[src/rtl/eprom_pkg.sv]
package eprom_pkg;

  typedef enum logic [2:0] {
    MD_STANDBY = 3'd0,
    MD_DISABLE = 3'd1,
    MD_READ    = 3'd2,
    MD_IDENT   = 3'd3,
    MD_PROGRAM = 3'd4,
    MD_VERIFY  = 3'd5,
    MD_INHIBIT = 3'd6
  } eprom_mode_e;

  function automatic logic mode_drives(eprom_mode_e m);
    return (m == MD_READ) || (m == MD_VERIFY) || (m == MD_IDENT);
  endfunction

endpackage

[src/rtl/eprom_prog_ctrl.sv]
module eprom_prog_ctrl
  import eprom_pkg::*;
#(
  parameter int DEPTH_W   = 10,
  parameter int DATA_W    = 8,
  parameter int MIN_PULSE = 4,
  localparam int CNT_W    = $clog2(MIN_PULSE + 1)
) (
  input  logic               clk,
  input  logic               rst,
  input  eprom_mode_e        mode,
  input  logic               strobe_n,
  input  logic               oe_n,
  input  logic               vpp_hi,
  input  logic [DEPTH_W-1:0] idx,
  input  logic [DATA_W-1:0]  din,
  input  logic [DATA_W-1:0]  old_byte,
  output logic               wr_en,
  output logic [DEPTH_W-1:0] wr_idx,
  output logic [DATA_W-1:0]  wr_data
);

  localparam logic [CNT_W-1:0] CNT_MAX = CNT_W'(MIN_PULSE);

  logic               in_pulse;
  logic [CNT_W-1:0]   width_cnt;
  logic [DEPTH_W-1:0] lat_idx;
  logic [DATA_W-1:0]  lat_din;
  logic               is_prog;

  assign is_prog = (mode == MD_PROGRAM);

  always_ff @(posedge clk) begin
    if (rst) begin
      in_pulse  <= 1'b0;
      width_cnt <= '0;
      lat_idx   <= '0;
      lat_din   <= '0;
    end else begin
      in_pulse <= is_prog;
      if (is_prog) begin
        lat_idx <= idx;
        lat_din <= din;
        if (!in_pulse)                width_cnt <= CNT_W'(1);
        else if (width_cnt != CNT_MAX) width_cnt <= width_cnt + CNT_W'(1);
      end else begin
        width_cnt <= '0;
      end
    end
  end

  assign wr_en   = in_pulse && (mode == MD_INHIBIT) && (width_cnt >= CNT_MAX);
  assign wr_idx  = lat_idx;
  assign wr_data = old_byte & lat_din;

  AST_WRITE_AFTER_PULSE: assert property (@(posedge clk) disable iff (rst)
    wr_en |-> ($past(!strobe_n && oe_n && vpp_hi) && strobe_n && oe_n && vpp_hi));

  AST_PULSE_CNT_RANGE: assert property (@(posedge clk) disable iff (rst)
    width_cnt <= CNT_MAX);

endmodule

[config.mk]
export PLATFORM = sky130hd
export DESIGN_NAME = eprom_prog_ctrl
export DESIGN_NICKNAME = d
export VERILOG_FILES = /design/src/rtl/eprom_pkg.sv /design/src/rtl/eprom_prog_ctrl.sv
export SDC_FILE = /design/constraint.sdc
export NUM_CORES = 1
export LEC_CHECK = 0
export ABC_CLOCK_PERIOD_IN_PS = 2300
export BUFFER_PORTS_ARGS = -buffer_cell sky130_fd_sc_hd__buf_2
export CORE_UTILIZATION = 45
export CTS_CLUSTER_DIAMETER = 30
export CTS_CLUSTER_SIZE = 12
export DETAILED_ROUTE_END_ITERATION = 6
export PLACE_DENSITY = 0.93
export SETUP_SLACK_MARGIN = 0.05
export SLEW_MARGIN = 20
export SYNTH_ARGS = -nofsm -noshare
export SYNTH_HDL_FRONTEND = slang
export SYNTH_SLANG_ARGS = --single-unit
[constraint.sdc]
create_clock -name clk -period 2.3 [get_ports clk]
set_clock_uncertainty 0.15 [all_clocks]
set_input_delay 0.46 -clock clk [delete_from_list [all_inputs] [get_ports clk]]
set_output_delay 0.46 -clock clk [all_outputs]
set_load 0.02 [all_outputs]
==> qor.yml, run 1 <==
outcome:
  status: "finished clean"
sta:
  worstMarginPinSlew_ns: 0.651
  max_slew_margin_pct: 56.6
  hold_slack_ns: 0.230
  slew_violations: 0
  period_minus_slack_ns: 1.77
  fin_crit_sh_pct: 77.0
  setup_viol: 0
  setup_tns_ns: 0
  rsz0062_at_grt: "no"
  finalHoldViolations: 0
  max_freq_mhz: 565
setup_path:
  endpoint: "wr_en"
  reg2reg_depth: 5
  critPathLaunch: "width_cnt[2]"
  crit_fanout: 5
  path_class: "reg2out"
  r2r_start: "width_cnt[0]"
  cp.arrival_ns: 1.16
  critPathRequiredTime_ns: 1.69
  critPathCaptureType: "output pin"
  start_kind: "flip-flop"
  rrSetupSlack_ns: 1.03
  regToRegEndpoint: "width_cnt[0]"
yosys:
  yosys_warnings: 0
  synth_nets: 145
  ys_seq_area_share_pct: 49.0
  ys_async_sr_fraction_pct: 0
  synth_ff_type: "dfxtp_1"
  ys_ff_latch: 22
  netlist_top_cells_count: "nand2_1, dfxtp_1, a21oi_1"
  yosys.area.top_type: "dfxtp_1"
  synth_most_common_cell: "nand2_1"
  netlist_instances: 109
  netlist_area_um2: 898
  synth_area_per_cell_um2: 8.24
  synth_cell_types: 19
  synth-edff-count: 0
  synth_top_area_share_pct: 49.0
  yosys-top-cells-area: "dfxtp_1, nand2_1, a21oi_1"
floorplan:
  start_util_pct: 49.9
  rows: 15
  core_area_mm2: 0.00180
  io_pins: 53
  dieWidth_um: 46.7
  die_area_mm2: 0.00218
  die_h_um: 46.7
worst_hold_path:
  hp-class: "in2reg"
clock_tree:
  hold_buffers: 0
  cts_setup_buffers: 0
  cts-resized-gates: 0
  h-tree-depth: 1
  cts_buffers: 3
  clkSinkCount: 22
  root_buffer: "clkbuf_4"
  cts_tree: "built"
  clk_pin_slew_worst_paths_ns: 0.11
  clock_latency_ns: 0.29
  cts_buffer_depth: 2
final_layout:
  final_net_count: 195
  syn_to_final_growth_pct: 29.9
  layout-drive-gt1-share_pct: 35.7
  num_antenna_cells: 0
power_and_ir_drop:
  ir_drop_v: 0.000352
  p_leak_nw: 0.533
  power.density_mw_per_mm2: 547
drt:
  vias: 870
  drtIter0Drc: 14
  route.detailed.drc: 0
  ant_nets: 0
  post_drt_wl_per_cell_um: 10.1
  viasPerCell: 4.78
  routed_wl_mm: 1.85
  drtPass1Iterations: 2
placement:
  dpl.hpwl_mm: 1.40
  numPortBuffers: 49
  gp_congestion: 0.626
flow_run:
  cap_viol_max_count: 0
global_route:
  grt_max_degree: 21
  grt-ovfl-total: 0
  grt_pass1_vias: 740
  antenna_found_initial: 0
  grt_pass1_wl_mm: 2.90
  grt_use_total_pct: 19.0
[kinds of logic (layout without fill, tap and decap cells)]
family / Yosys count / after routing / synth area share (%)
buffers and inverters: 7 / 55 / 5.01
AOI/OAI and AO/OA: 20 / 20 / 11.8
adders and majority gates: 2 / 2 / 2.79
DFF: 22 / 22 / 49.0
and+or+nand+nor: 57 / 57 / 30.4
xor gates and xnor gates: 1 / 1 / 0.975
[through the flow]
stage	area, um2	setup slack, ns	total power, W	instances	utilization [%]
final	1170	0.529	0.000639	182	64.8
after global routing	1170	0.387	0.000667	182	64.8
after CTS	1170	0.525	0.000644	182	64.8
after detailed placement	1140	0.474	0.000485	179	63.5
after global placement	1140	0.512	0.000482	179	63.5
after floorplan	898	0.637	0.000448	109	-
[critical path, cell delays in order, from the launching register on]
cell     delay (ns)
dfxtp_1        0.41
nand3_1        0.09
nor3b_1        0.17
buf_2          0.19
[worst min path at each step]
stage / cells after the start / end / from
after floorplan: 2 / lat_din[0] / lat_din[0]
after global placement: 2 / lat_din[0] / lat_din[0]
after detailed placement: 2 / wr_idx[9] / wr_idx[9]
after CTS: 3 / wr_idx[9] / idx[9]
after global routing: 3 / wr_idx[9] / idx[9]
final: 3 / wr_idx[9] / idx[9]
[cells in the final DEF, fill, tap and decap left out]
cell type  netlist  routed
nor2_4           1       1
a21boi_2         1       1
xnor2_1          1       1
nor3_1           1       1
inv_1            2       2
nor2_1           2       2
buf_2            0      49
buf_4            1       1
a21oi_1         19      19
nor3b_4          1       1
nand3b_1         1       1
nor3b_1          1       1
and2_1           8       8
nand2_1         39      39
ha_1             2       2
clkbuf_4         0       3
nand3_1          2       2
or3b_1           1       1
dfxtp_1         22      22
[state kept, by name, indices dropped and copies added, names as in the netlist]
signal and count:
in_pulse 1, lat_din 8, width_cnt 3, wr_idx 10
[report_power, final]
group / switching, W / internal, W
clock: 0.000103 / 0.0000611
combinational: 0.0000419 / 0.0000357
sequential: 0.00000515 / 0.000392
[layer usage]
metal | vias to the layer above | GRT usage [%] | wire, um
met1 | 386 | 18.9 | 746
li1 | 447 | - | -
met3 | 5 | 4.71 | 112
met4 | 0 | 8.57 | 28
met2 | 32 | 36.1 | 957
met5 | - | 0 | 0
[area by class of cell]
type,instances,area [um2]
Tap cell,25,31.3
Fill cell,174,634
Sequential cell,22,440
Timing Repair Buffer,50,253
Clock buffer,3,22.5
Inverter,2,7.51
Multi-Input combinational cell,80,413
No activity file was read; power rests on OpenSTA's default activity.
==> run 2: changes to the inputs <==
--- a/config.mk
+++ b/config.mk
@@ -5,13 +5,13 @@
 export SDC_FILE = /design/constraint.sdc
 export NUM_CORES = 1
 export LEC_CHECK = 0
-export ABC_CLOCK_PERIOD_IN_PS = 2300
+export ABC_CLOCK_PERIOD_IN_PS = 1800
 export BUFFER_PORTS_ARGS = -buffer_cell sky130_fd_sc_hd__buf_2
-export CORE_UTILIZATION = 45
+export CORE_UTILIZATION = 42
 export CTS_CLUSTER_DIAMETER = 30
 export CTS_CLUSTER_SIZE = 12
 export DETAILED_ROUTE_END_ITERATION = 6
-export PLACE_DENSITY = 0.93
+export PLACE_DENSITY = 0.89
 export SETUP_SLACK_MARGIN = 0.05
 export SLEW_MARGIN = 20
 export SYNTH_ARGS = -nofsm -noshare
==> constraint.sdc (replaced) <==
create_clock -name clk -period 1.8 [get_ports clk]
set_clock_uncertainty 0.15 [all_clocks]
set_input_delay 0.36 -clock clk [delete_from_list [all_inputs] [get_ports clk]]
set_output_delay 0.36 -clock clk [all_outputs]
set_load 0.02 [all_outputs]
==> run 2 against run 1 <==
Compared with the run above: non-clock buffer count grew 2; worst hold slack lost 0.10 ns; worst setup slack lost 0.36 ns; clock-buffer cell count grew 1; flip-flop and latch count is the same; cell area grew 2.8%; first-iteration DRC count shrank 14%; core utilization shrank 4.2 points; global-route usage shrank 1.8 points; wire length grew 2.6%.
==> qor.yml, run 2 (synthesis gave the netlist of run 1 again) <==
outcome:
  status: "finished clean"
drt:
  viasPerCell: 4.71
  route.detailed.drc: 0
  post_drt_wl_per_cell_um: 10.1
  vias: 880
  ant_nets: 0
  routed_wl_mm: 1.89
  drtPass1Iterations: 4
  routed.top_layer: "met4"
  route.met2.wl_um: 901
  route.met3.wl_um: 162
  drtIter0Drc: 12
  wl_met1_um: 816
setup_path:
  path_class: "reg2out"
  crit_fanout: 3
  r2r_start: "width_cnt[0]"
  cp.arrival_ns: 1.12
  critPathRequiredTime_ns: 1.29
  critPathCaptureType: "output pin"
  rrSetupSlack_ns: 0.57
  regToRegEndpoint: "width_cnt[0]"
  start_kind: "flip-flop"
  reg2reg_depth: 5
sta:
  rsz0062_at_grt: "no"
  fin_crit_sh_pct: 90.5
  max_slew_margin_pct: 74.4
  finalHoldViolations: 0
  hold_slack_ns: 0.127
  slew_violations: 0
  max_freq_mhz: 614
  setup_tns_ns: 0
  worstMarginPinSlew_ns: 0.384
  setup_viol: 0
  worst_slack_ns: 0.170
  period_minus_slack_ns: 1.63
floorplan:
  die_area_mm2: 0.00233
  dieWidth_um: 48.3
  die_h_um: 48.3
  io_pins: 53
  rows: 16
  core_area_mm2: 0.00198
  start_util_pct: 45.3
clock_tree:
  cts_buffer_depth: 2
  root_buffer: "clkbuf_4"
  cts_tree: "built"
  cts_buffers: 3
  cts_setup_buffers: 0
  clock_latency_ns: 0.30
  clk_pin_slew_worst_paths_ns: 0.12
  h-tree-depth: 1
  clkSinkCount: 22
flow_run:
  cap_viol_max_count: 0
final_layout:
  mostFrequentLayoutCells: "buf_2, nand2_1, dfxtp_1, a21oi_1, and2_1"
  layout-drive-gt1-share_pct: 37.5
  fin_cells: 187
  largest_register_ffs: 10
  num_antenna_cells: 0
  layout_commonest_cell: "buf_2"
  final_net_count: 197
  fill_cells: 195
  final_area_mm2: 0.00120
  syn_to_final_growth_pct: 33.6
power_and_ir_drop:
  power_switching_w: 0.000205
  p_leak_nw: 0.551
  power.density_mw_per_mm2: 731
  pwr-share-clk_pct: 30.4
  seqPwrFrac_pct: 57.9
  p_int_w: 0.000672
  p_comb_share_pct: 11.7
  ir_drop_v: 0.000466
  p_sw_share_pct: 23.4
worst_hold_path:
  whs_path_depth: 3
  hp-class: "in2reg"
  holdPathEnd: "wr_idx[2]"
  hp-start: "idx[2]"
placement:
  dp_cells: 183
  numPortBuffers: 49
  place_area_mm2: 0.00116
  dp_slack_ns: 0.282
  gp_congestion: 0.668
  dpl.hpwl_mm: 1.39
global_route:
  grt_use_total_pct: 17.2
  antenna_found_initial: 0
  grt_pass1_vias: 680
  grt_max_degree: 21
  grt_pass1_wl_mm: 2.68
  grt-ovfl-total: 0
-- run 2: cell types whose count changed in the layout (fill, tap and decap cells not counted) --
cell      delta
buf_4        +2
clkbuf_8     +1
dfxtp_1      -1
dfxtp_2      +1
-- run 2: how the worst max path moves through the flow --
stage                            start      endpoint  depth (start not counted)
after floorplan           width_cnt[2]         wr_en                          2
after CTS                 width_cnt[2]         wr_en                          3
after detailed placement       mode[0]  width_cnt[0]                          5
after global placement         mode[0]  width_cnt[0]                          5
final                         in_pulse         wr_en                          3
after global routing          in_pulse         wr_en                          3
-- run 2: layout make-up --
cell class | instances | area [um2] | share of cell area [%]
Timing Repair Buffer | 52 | 268 | 22.3
Clock buffer | 4 | 36.3 | 3.02
Inverter | 2 | 7.51 | 0.626
Tap cell | 27 | 33.8 | 2.82
Sequential cell | 22 | 442 | 36.8
Multi-Input combinational cell | 80 | 413 | 34.4
-- run 2: worst max-delay path, cell delays in order, from the launching register on --
cell and delay (ns):
dfxtp_1 0.39, nand3_1 0.09, nor3b_1 0.16, buf_2 0.19
-- run 2: metrics by stage --
stage	total power [W]	utilization, %
5_1_grt	0.000923	60.5
4_1_cts	0.000894	60.5
3_5_place_dp	0.000622	58.6
6_report	0.000877	60.5
2_1_floorplan	0.000572	-
3_3_place_gp	0.000619	58.6
-- run 2: power groups by stage --
stage                     Combinational [W]  Clock, W  Sequential (W)
after global placement             0.000101         0        0.000518
final                              0.000103  0.000266        0.000508
after detailed placement           0.000103         0        0.000519
after global routing               0.000114  0.000299        0.000510
after floorplan                   0.0000452         0        0.000527
after CTS                          0.000104  0.000282        0.000508
-- run 2: per-layer routing --
| layer | vias to the layer above | GRT usage (%) |
|---|---|---|
| li1 | 453 | - |
| met1 | 384 | 18.1 |
| met2 | 41 | 31.5 |
| met3 | 2 | 4.44 |
| met4 | 0 | 8.33 |
| met5 | - | 0 |
-- run 2: timing repair --
action / 4_1_cts / 5_1_grt
endpoints found under the setup margin: 0 / 1
hold endpoints to repair: 0 / 0
gates resized for setup: 0 / 1
hold buffers: 0 / 0
